**src/rtl/vic8_pkg.sv**
```systemverilog
package vic8_pkg;
  localparam int SETUP_BIT = 4;
  localparam int VIEW_BIT  = 3;

  typedef enum logic [1:0] {
    LO_NOP   = 2'd0,
    LO_SETUP = 2'd1,
    LO_VIEW  = 2'd2,
    LO_EOS   = 2'd3
  } lo_kind_e;

  localparam logic [1:0] VIEW_INSERV  = 2'b11;
  localparam logic [1:0] VIEW_PENDING = 2'b10;

  localparam logic [2:0] EOS_LOWEST = 3'b001;
  localparam logic [2:0] EOS_LEVEL  = 3'b011;

  function automatic lo_kind_e classify(input logic [7:0] b);
    if (b[SETUP_BIT])                                 return LO_SETUP;
    else if (b[VIEW_BIT])                             return LO_VIEW;
    else if (b[7:5] == EOS_LOWEST || b[7:5] == EOS_LEVEL) return LO_EOS;
    else                                              return LO_NOP;
  endfunction
endpackage

```
**src/rtl/vic8_host.sv**
```systemverilog
module vic8_host
  import vic8_pkg::*;
#(
  parameter int N_IN     = 8,
  parameter int DW       = 8,
  parameter int INIT_LEN = 4,
  localparam int IDX_W   = $clog2(N_IN),
  localparam int CW      = $clog2(INIT_LEN + 1)
) (
  input  logic             clk,
  input  logic             rst_n,
  input  logic             wr,
  input  logic             addr,
  input  logic [DW-1:0]    wdata,
  output logic [N_IN-1:0]  mask,
  output logic [DW-1:0]    base,
  output logic [1:0]       view_sel,
  output logic             eos_lowest,
  output logic             eos_level,
  output logic [IDX_W-1:0] eos_idx
);
  logic [CW-1:0] step;
  lo_kind_e      kind;
  logic          lo_wr, hi_wr, in_setup;

  assign lo_wr    = wr && !addr;
  assign hi_wr    = wr && addr;
  assign in_setup = (step != '0);
  assign kind     = classify(wdata[7:0]);

  assign eos_lowest = lo_wr && kind == LO_EOS && wdata[7:5] == EOS_LOWEST;
  assign eos_level  = lo_wr && kind == LO_EOS && wdata[7:5] == EOS_LEVEL;
  assign eos_idx    = wdata[IDX_W-1:0];

  always_ff @(posedge clk or negedge rst_n) begin
    if (!rst_n) begin
      mask     <= '1;
      base     <= '0;
      view_sel <= 2'b00;
      step     <= '0;
    end else begin
      if (lo_wr) begin
        if (kind == LO_SETUP) step <= CW'(1);
        else if (kind == LO_VIEW) view_sel <= wdata[1:0];
      end
      if (hi_wr) begin
        if (in_setup) begin
          if (step == CW'(1)) base <= wdata;
          step <= (step == CW'(INIT_LEN - 1)) ? '0 : step + CW'(1);
        end else begin
          mask <= wdata[N_IN-1:0];
        end
      end
    end
  end

  // mask comes out of reset fully set
  assert_mask_reset_R1: assert property (@(posedge clk) !rst_n |=> (mask == '1));
  // setup words never disturb the mask
  assert_setup_keeps_mask_R2: assert property (@(posedge clk) disable iff (!rst_n)
    (in_setup && hi_wr) |=> $stable(mask));
  // the sequencer stays inside its word count
  assert_step_range_R2: assert property (@(posedge clk) disable iff (!rst_n)
    step < CW'(INIT_LEN));
endmodule

```
**src/rtl/vic8_reqs.sv**
```systemverilog
module vic8_reqs #(
  parameter int N_IN   = 8,
  localparam int IDX_W = $clog2(N_IN)
) (
  input  logic             clk,
  input  logic             rst_n,
  input  logic [N_IN-1:0]  lines,
  input  logic             take,
  input  logic [IDX_W-1:0] take_idx,
  input  logic             eos_lowest,
  input  logic             eos_level,
  input  logic [IDX_W-1:0] eos_idx,
  output logic [N_IN-1:0]  pending,
  output logic [N_IN-1:0]  inserv
);
  logic [N_IN-1:0] prev, rise, take_oh, lowest_is, clr;

  assign rise      = lines & ~prev;
  assign take_oh   = take ? (N_IN'(1) << take_idx) : '0;
  assign lowest_is = inserv & (~inserv + N_IN'(1));
  assign clr       = (eos_lowest ? lowest_is : '0) |
                     (eos_level ? (N_IN'(1) << eos_idx) : '0);

  always_ff @(posedge clk or negedge rst_n) begin
    if (!rst_n) begin
      prev    <= '0;
      pending <= '0;
      inserv  <= '0;
    end else begin
      prev    <= lines;
      pending <= (pending & ~take_oh) | rise;
      inserv  <= (inserv & ~clr) | take_oh;
    end
  end

  // a delivered bit leaves pending and enters in-service
  assert_take_moves_R9: assert property (@(posedge clk) disable iff (!rst_n)
    (take && !rise[take_idx]) |=> (!pending[$past(take_idx)] && inserv[$past(take_idx)]));
  // every rising edge leaves its bit pending
  assert_edge_latches_R6: assert property (@(posedge clk) disable iff (!rst_n)
    (|rise) |=> ((pending & $past(rise)) == $past(rise)));
endmodule

```
**src/rtl/vic8_pick.sv**
```systemverilog
module vic8_pick #(
  parameter int N_IN   = 8,
  localparam int IDX_W = $clog2(N_IN)
) (
  input  logic [N_IN-1:0]  req,
  output logic             found,
  output logic [IDX_W-1:0] idx
);
  logic [N_IN:0] seen;

  assign seen[0] = 1'b0;
  generate
    for (genvar i = 0; i < N_IN; i++) begin : g_chain
      assign seen[i+1] = seen[i] | req[i];
    end
  endgenerate

  always_comb begin
    idx = '0;
    for (int i = N_IN - 1; i >= 0; i--) begin
      if (req[i] && !seen[i]) idx = IDX_W'(i);
    end
  end

  assign found = seen[N_IN];
endmodule

```
**src/rtl/vic8_ctrl.sv**
```systemverilog
module vic8_ctrl
  import vic8_pkg::*;
#(
  parameter int N_IN     = 8,
  parameter int DW       = 8,
  parameter int INIT_LEN = 4,
  localparam int IDX_W   = $clog2(N_IN)
) (
  input  logic            clk,
  input  logic            rst_n,
  input  logic [N_IN-1:0] irq_lines,
  input  logic            host_wr,
  input  logic            host_addr,
  input  logic [DW-1:0]   host_wdata,
  output logic [DW-1:0]   host_rdata,
  output logic            vec_valid,
  input  logic            vec_ready,
  output logic [DW-1:0]   vec_data
);
  logic [N_IN-1:0]  mask, pending, inserv, live;
  logic [DW-1:0]    base;
  logic [1:0]       view_sel;
  logic             eos_lowest, eos_level, take;
  logic [IDX_W-1:0] eos_idx, win_idx;

  vic8_host #(.N_IN(N_IN), .DW(DW), .INIT_LEN(INIT_LEN)) u_host (
    .clk(clk), .rst_n(rst_n), .wr(host_wr), .addr(host_addr), .wdata(host_wdata),
    .mask(mask), .base(base), .view_sel(view_sel),
    .eos_lowest(eos_lowest), .eos_level(eos_level), .eos_idx(eos_idx)
  );

  vic8_reqs #(.N_IN(N_IN)) u_reqs (
    .clk(clk), .rst_n(rst_n), .lines(irq_lines),
    .take(take), .take_idx(win_idx),
    .eos_lowest(eos_lowest), .eos_level(eos_level), .eos_idx(eos_idx),
    .pending(pending), .inserv(inserv)
  );

  assign live = pending & ~mask;

  vic8_pick #(.N_IN(N_IN)) u_pick (.req(live), .found(vec_valid), .idx(win_idx));

  assign take     = vec_valid && vec_ready;
  assign vec_data = base + DW'(win_idx);

  always_comb begin
    if (host_addr)                    host_rdata = DW'(mask);
    else if (view_sel == VIEW_INSERV)  host_rdata = DW'(inserv);
    else if (view_sel == VIEW_PENDING) host_rdata = DW'(pending);
    else                               host_rdata = '1;
  end

  // the request follows the unmasked pending set
  assert_valid_tracks_R7: assert property (@(posedge clk) disable iff (!rst_n)
    vec_valid == (|(pending & ~mask)));
  // the offered index is pending and has no lower-numbered rival
  assert_lowest_wins_R8: assert property (@(posedge clk) disable iff (!rst_n)
    vec_valid |-> (live[win_idx] && ((live & ~({N_IN{1'b1}} << win_idx)) == '0)));
  // without acceptance or a mask write, the request is held
  assert_hold_request_R10: assert property (@(posedge clk) disable iff (!rst_n)
    (vec_valid && !vec_ready && !(host_wr && host_addr)) |=> vec_valid);
endmodule

```
**config.mk**
```make
export PLATFORM = sky130hd
export DESIGN_NAME = vic8_ctrl
export DESIGN_NICKNAME = d
export VERILOG_FILES = /design/src/rtl/vic8_pkg.sv /design/src/rtl/vic8_host.sv /design/src/rtl/vic8_reqs.sv /design/src/rtl/vic8_pick.sv /design/src/rtl/vic8_ctrl.sv
export SDC_FILE = /design/constraint.sdc
export NUM_CORES = 1
export LEC_CHECK = 0
export ABC_AREA = 1
export ABC_CLOCK_PERIOD_IN_PS = 2500
export BUFFER_PORTS_ARGS = -buffer_cell sky130_fd_sc_hd__buf_2
export CORE_MARGIN = 4
export CORE_UTILIZATION = 57
export CTS_CLUSTER_DIAMETER = 120
export DETAILED_ROUTE_END_ITERATION = 8
export PLACE_DENSITY = 0.82
export SLEW_MARGIN = 20
export SYNTH_ARGS = -nofsm -noshare
export SYNTH_HDL_FRONTEND = slang
export SYNTH_HIERARCHICAL = 1
export SYNTH_SLANG_ARGS = --single-unit
export TNS_END_PERCENT = 50
```
**constraint.sdc**
```tcl
create_clock -name clk -period 2.5 [get_ports clk]
set_input_delay 0.25 -clock clk [delete_from_list [all_inputs] [get_ports clk]]
set_output_delay 0.25 -clock clk [all_outputs]
set_load 0.01 [all_outputs]
```
After elaboration in Yosys (flattened, before gate mapping)
Index checks and enable logic that the tools add are counted.
{ "word_totals": {"out_inout_bits": 17, "wordCells": 91, "mem_bits_ro": 0, "ramBits": 0, "input_bits": 21, "latch_bits": 0, "mem_count": 0, "reg_bits": 45} }
{ "classes": {"magnitude_cmp": 0, "n_mux": 22, "n_bitwise": 22, "n_shift": 2, "addsub": 3, "reduce_logical": 26, "eq_ne": 9, "n_mul": 0, "div_mod_pow": 0} }
{ "ops": {"columns": ["operator", "count"], "rows": [
  ["$mux 8", 6],
  ["$and 8x8->8", 5],
  ["$not 8->8", 5],
  ["$mux 3", 13],
  ["$or 8x8->8", 3],
  ["$shl 1x3->8 const A", 2],
  ["$logic_and 1x1->1", 13],
  ["$add 8x1->8 const B", 1],
  ["$add 8x3->8", 1],
  ["$eq 2x2->1 const B", 4],
  ["$logic_not 1->1", 8],
  ["$or 1x1->1", 7],
  ["$eq 3x1->1 const B", 2],
  ["$eq 3x2->1 const B", 2],
  ["$mux 2", 3],
  ["$reduce_and 3->1", 2],
  ["$add 3x1->3 const B", 1],
  ["$reduce_bool 3->1", 1],
  ["$eq 2x1->1 const B", 1],
  ["$not 1->1", 2],
  ["$reduce_and 2->1", 1],
  ["$logic_or 1x1->1", 1]
]} }

Longest topological paths before layout
{ "depth": {"word_depth": 23, "ltp_mapped": 16, "depth_no_buf": 16} }

By module
Netlist, hierarchy kept.
{ "modules_own_cells": {"columns": ["module", "area_each_um2", "instances", "cells_per_inst", "seq_area_each_um2"], "rows": [
  ["vic8_host", 1039.7, 1, 117, 535.5],
  ["vic8_reqs", 989.7, 1, 111, 600.6],
  ["vic8_ctrl", 561.8, 1, 101, 0.0],
  ["vic8_pick", 115.1, 1, 21, 0.0]
]} }

Worst setup path after synthesis
OpenSTA, ideal clock, no wires.
{ "synth_timing": {"kind": "register to output", "start": "reg u_host.mask[5]", "end": "out vec_data[4]", "path_buffers": 0, "path_stages_with_launch": 14, "required_ps": 2250, "setup_slack_ps": 197, "t_arrival_ps": 2053, "path_cell_list": "dfstp_2 -> nor2_1 -> inv_1 -> nand2_1 -> nand2_1 -> nand2_1 -> nand2_1 -> a21oi_2 -> ha_1 -> inv_1 -> fa_1 -> o21ai_2 -> nand3b_1 -> nand2_1"} }
{ "synth_via": {"elab_chain_cells": 15, "elab_cells_between_ends": 18, "classes_between": "add/sub (1); mux (8); bitwise (4); reduce/logical (5)"} }
{ "synth_rtl": {"columns": ["element", "line", "source"], "rows": [
  ["start: declaration", "vic8_host.sv:15", "output logic [N_IN-1:0] mask,"],
  ["start signal: assignment", "vic8_host.sv:51", "mask <= wdata[N_IN-1:0];"],
  ["$not 8->8 *", "vic8_ctrl.sv:39", "assign live = pending & ~mask;"],
  ["$and 8x8->8 *", "vic8_ctrl.sv:39", null],
  ["net live[5]", "vic8_ctrl.sv:20", "logic [N_IN-1:0] mask, pending, inserv, live;"],
  ["$or 1x1->1 (2 in series)", "vic8_pick.sv:14", "assign seen[i+1] = seen[i] | req[i];"],
  ["$logic_not 1->1", "vic8_pick.sv:21", "if (req[i] && !seen[i]) idx = IDX_W'(i);"],
  ["$logic_and 1x1->1", "vic8_pick.sv:21", null],
  ["$mux 3 (2 in series)", "vic8_pick.sv:21", null],
  ["$mux 3 * (6 in series)", "vic8_pick.sv:21", null],
  ["net win_idx[0]", "vic8_ctrl.sv:24", "logic [IDX_W-1:0] eos_idx, win_idx;"],
  ["$add 8x3->8 *", "vic8_ctrl.sv:44", "assign vec_data = base + DW'(win_idx);"],
  ["end: declaration", "vic8_ctrl.sv:18", "output logic [DW-1:0] vec_data"]
]} }
Mark *: on every way through the listed nets, which the timed path passes. The rest lies on a longest branch.

Final worst setup path
{ "layout_timing": {"start": "reg u_host.mask[6]", "end": "out vec_data[4]"} }
{ "layout_via": {"elab_chain_cells": 14, "elab_cells_between_ends": 15, "classes_between": "add/sub (1); mux (8); bitwise (3); reduce/logical (3)"} }
{ "layout_rtl": {"columns": ["element", "line"], "rows": [
  ["$not 8->8 *", "vic8_ctrl.sv:39"],
  ["$and 8x8->8 *", "vic8_ctrl.sv:39"],
  ["net live[6]", "vic8_ctrl.sv:20"],
  ["$or 1x1->1", "vic8_pick.sv:14"],
  ["$logic_not 1->1", "vic8_pick.sv:21"],
  ["$logic_and 1x1->1", "vic8_pick.sv:21"],
  ["$mux 3", "vic8_pick.sv:21"],
  ["$mux 3 * (7 in series)", "vic8_pick.sv:21"],
  ["net win_idx[0]", "vic8_ctrl.sv:24"],
  ["$add 8x3->8 *", "vic8_ctrl.sv:44"]
]} }
Marks and branches as above.

==> metrics.md <==
| Metric | Value |
|---|---|
| Run status | finished, violations left |
| Violations in the final reports | negative setup slack |
| Setup WS post-layout | -0.184 ns |
| Antenna violations before repair | 0 |
| Clock network latency to the later pin of the worst-skew pair | 0.29 ns |
| CP startpoint kind | flip-flop |
| Destination of the worst hold path | u_reqs/prev[2] |
| Hold_sp | irq_lines[2] |
| Synth top area share | roughly a third |
| CTS H-tree depth | 2 |
| Count of vias placed by the detailed router | ~2400 |
| Maximum number of pins on one net before global-route repair | 46 |
| Worst flop-to-flop path startpoint | u_host/mask[6] |
| Total count of max-transition violations in the final report | 0 |
| Vias in the first global route | between 2000 and 2500 |
| Capturing element type of the critical path | primary output |
| Relative contribution of sequential cells to total power | about a third |
| Setup total negative slack | -0.622 ns |
| Effective utilization at floorplan | roughly 60% |
| Area Growth Syn to Fin | 15.5% |
| Endpoint of the worst-slack reg-to-reg timing path | u_reqs/pending[4] |
| Data required, critical path | about 2.3 ns |
| NetSw | 1.62 mW |
| Part of the total power dissipated in the clock network | a little under an eighth |
| Post-Synth Adder-Cell Area | 3.51% |
| Post-Route Skew | 0.00759 ns |
| Number of max-cap violations | 0 |
| NumNets Final | 425 |
| DR vias/cell | between 5 and 6 |
| Synth Area in Compound Gates | about a tenth |
| Clock tree from TritonCTS | built |
| Total die area | 5910 um^2 |
| Dominant combinational cell family by area after synthesis | simple AND/OR/NAND/NOR gates |
| Clock transition time at the flip-flop clock pins of the worst setup and hold paths | ~0.08 ns |
| Count of cells along the worst hold path | 1 |
| Number of antenna diodes | 0 |
| Port Buf Inserts | 37 |
| Count of synthesis-stage warnings from yosys | 6 |
| Cell Int Power | a little under 2 mW |
| Number of nets in the synthesized netlist | 378 |
| Share of the core filled with cells | between 60% and 70% |
| First-pass iteration count of the detailed router | 6 |
| Hpwl dp | ~4700 um |
| Power share of the combinational group | ~54% |
| Peak supply drop | 622 uV |
| CTS root buf | clkbuf_8 |
| Worst Tran Pin Value | between 0.5 and 0.6 ns |
| Most area-consuming cells after synthesis | dfrtp_1 (34%), nand2_1 (14%), dfstp_2 (7.8%) |
| Cell accounting for the most synthesized area | dfrtp_1 |
| Worst hold slack | between 0.06 and 0.07 ns |
| Post-route antenna net violation count | 0 |
| DRC errors left | 0 |
| Max frequency | ~370 MHz |
| Routed wire length per instance | 14.1 um |
| Maximum count of clock buffers along a single path | 2 |
| Shortest period the worst path allows | ~2.7 ns |
| Core region area | 4470 um^2 |
| Floorplan die height | around 77 um |
| Worst relative slew slack | 62.7% |
| Remaining Overflow, GRT | 0 |
| Pre-CTS setup slack | approximately 0.0021 ns |
| RSZ-0062 raised after global routing | true |
| Synthesis-stage register bit count | 45 |
| Number of buffers added by the clock tree synthesis step | 5 |
| Syn Inst Count | 350 |
| Number of DRC markers in iteration 0 | about 150 |
| Data arrival time of the worst path | 2.43 ns |
| Number of endpoints failing setup at the final stage | 6 |
| Unique cell type count in the Yosys netlist | 35 |
| Wire length of the first global-routing pass | 10700 um |
| Simple-gate area share of the yosys netlist | 33.3% |
| Maximum net fanout on the critical path | 4 |
| Number of ports placed on the die boundary | 38 |
| Fraction of synthesized area in multiplexers | 0% |
| Power Density | roughly 1100 nW/um^2 |
| GRT Resource Usage Total | a little under a quarter |
| Clock Sink Count | 45 |
| Final WL | around 6400 um |
| Design Power | between 3 and 4 mW |
| Placer's final routability congestion estimate | around 0.9 |
| Critical path class | flip-flop to primary output |
| Xor/xnor cell area share of the yosys netlist | less than 1% |
| FF-to-FF setup slack | 0.53 ns |
| Fraction of layout cells with a size suffix above 1 | between 20% and 30% |
| Post-synthesis sequential area ratio | about two fifths |
| Num rows | 24 |
| Reg2reg path depth | 12 |
| Crit share post-route | 107% |
| Hold/Removal Path Class | input pin to flip-flop |
| Synth Cell Area | roughly 2700 um^2 |
| Static leakage | between 1.5 and 2 nW |
| DIE WIDTH | 76.9 um |
| Fraction of power spent switching nets | a little under half |
| Number of hold violations in the final report | 0 |
| Mean Syn Cell Area | slightly below 8 um^2 |
[how the worst max path moves through the flow]
stage / start / to / slack [ns] / cells past startpoint
after global placement: u_host/mask[6] / vec_data[6] / 0.06 / 16
after CTS: u_host/mask[6] / vec_data[6] / -0.20 / 16
after floorplan: u_host/mask[5] / vec_data[4] / 0.20 / 13
final: u_host/mask[6] / vec_data[4] / -0.18 / 16
after detailed placement: u_host/mask[6] / vec_data[6] / 0.002 / 16
after global routing: u_host/mask[6] / vec_data[4] / -0.35 / 16
[cells by family after synthesis]
| family | after synthesis |
|---|---|
| buffers and inverters | 67 |
| and+or+nand+nor | 191 |
| AOI/OAI and AO/OA | 39 |
| DFF | 45 |
| adders and majority gates | 7 |
| xor gates and xnor gates | 1 |
[stage by stage]
step	instances	area, um^2
after floorplan	350	2710
after global placement	437	2940
after detailed placement	437	2940
after CTS	448	3060
after global routing	450	3130
final	450	3130
[layout by cell type (no fill, tap or decap), types with 3 or more instances in the layout]
cell type and instances:
inv_2 7, nand3_1 19, nor2_2 5, o21ai_2 3, nand2_2 15, buf_4 9, nor2_1 23, dfstp_2 8
a21oi_1 3, nand2_1 103, a21boi_0 3, ha_1 3, buf_2 36, o211ai_2 8, o21ai_0 15, dfrtp_1 37
nand4_1 12, inv_1 53, nor2_4 3, clkbuf_8 5
[per-layer routing]
layer / vias up / global-route usage [%] / routed length [um]
li1: 1195 / - / -
met1: 1097 / 30.9 / 2850
met2: 69 / 36.2 / 3000
met3: 17 / 4.22 / 338
met4: 0 / 7.61 / 163
met5: - / 0 / 0
[cell usage after synthesis]
library cell  instances
nor3_4                1
a21boi_0              3
inv_2                 6
nand2_4               2
dfrtp_1              37
or2_4                 1
nor2_1               25
clkinv_2              1
buf_2                 1
xnor2_1               1
ha_1                  6
a21oi_2               1
nand4_1              12
o211ai_2              8
buf_6                 1
nor3_1                1
o21ai_1               2
o21ai_2               4
o21a_1                1
nand3b_1              2
dfstp_2               8
buf_4                 4
a31oi_1               1
nor2_2                3
o21ai_0              15
nand3_1              21
nand3_4               1
o211ai_1              1
nor2_4                3
inv_1                54
fa_1                  1
nand4_2               1
nand2_1             104
nand2_2              14
a21oi_1               3
[registers in the layout, summed over array words and instances, names as in the netlist]
register         count
u_host/mask          8
u_host/view_sel      2
u_reqs/pending       8
u_reqs/inserv        8
u_host/step          3
u_reqs/prev          8
u_host/base          8
[worst max-delay path, stage by stage, from the launching register on]
cell and delay [ns]:
dfstp_2 0.54, nor2_2 0.04, inv_1 0.04, nand2_1 0.04, nand2_1 0.05, nand2_1 0.04, nand2_1 0.06, nand2_2 0.06
a21oi_4 0.14, ha_2 0.20, inv_2 0.04, fa_2 0.36, o21ai_4 0.16, nand2_1 0.08, nand2_1 0.08, nand2_1 0.06
buf_2 0.14
[area by class of cell]
class / instances / area [um^2]
inverters: 61 / 230
clock buffers: 7 / 76.3
clock inverters: 1 / 5.00
fillers: 366 / 1350
repair buffers: 46 / 258
multi-input cells: 238 / 1360
well taps: 52 / 65.1
flip-flops and latches: 45 / 1140
[timing repair]
action,CTS,global route
hold buffers,0,1
pin swaps,3,1
hold endpoints to repair,0,37
resized for setup,6,7
setup buffers,3,1
endpoints found under the setup margin,7,7
gates cloned,0,0
[power groups by stage]
| stage | logic [mW] | clock network, mW | registers, mW |
|---|---|---|---|
| floorplan | 1.20 | 0 | 1.17 |
| detailed placement | 1.69 | 0 | 1.23 |
| CTS | 1.78 | 0.441 | 1.22 |
| global route | 2.16 | 0.478 | 1.27 |
| finish | 1.93 | 0.426 | 1.23 |
| global placement | 1.64 | 0 | 1.22 |
No activity file was read; power rests on OpenSTA's default activity.
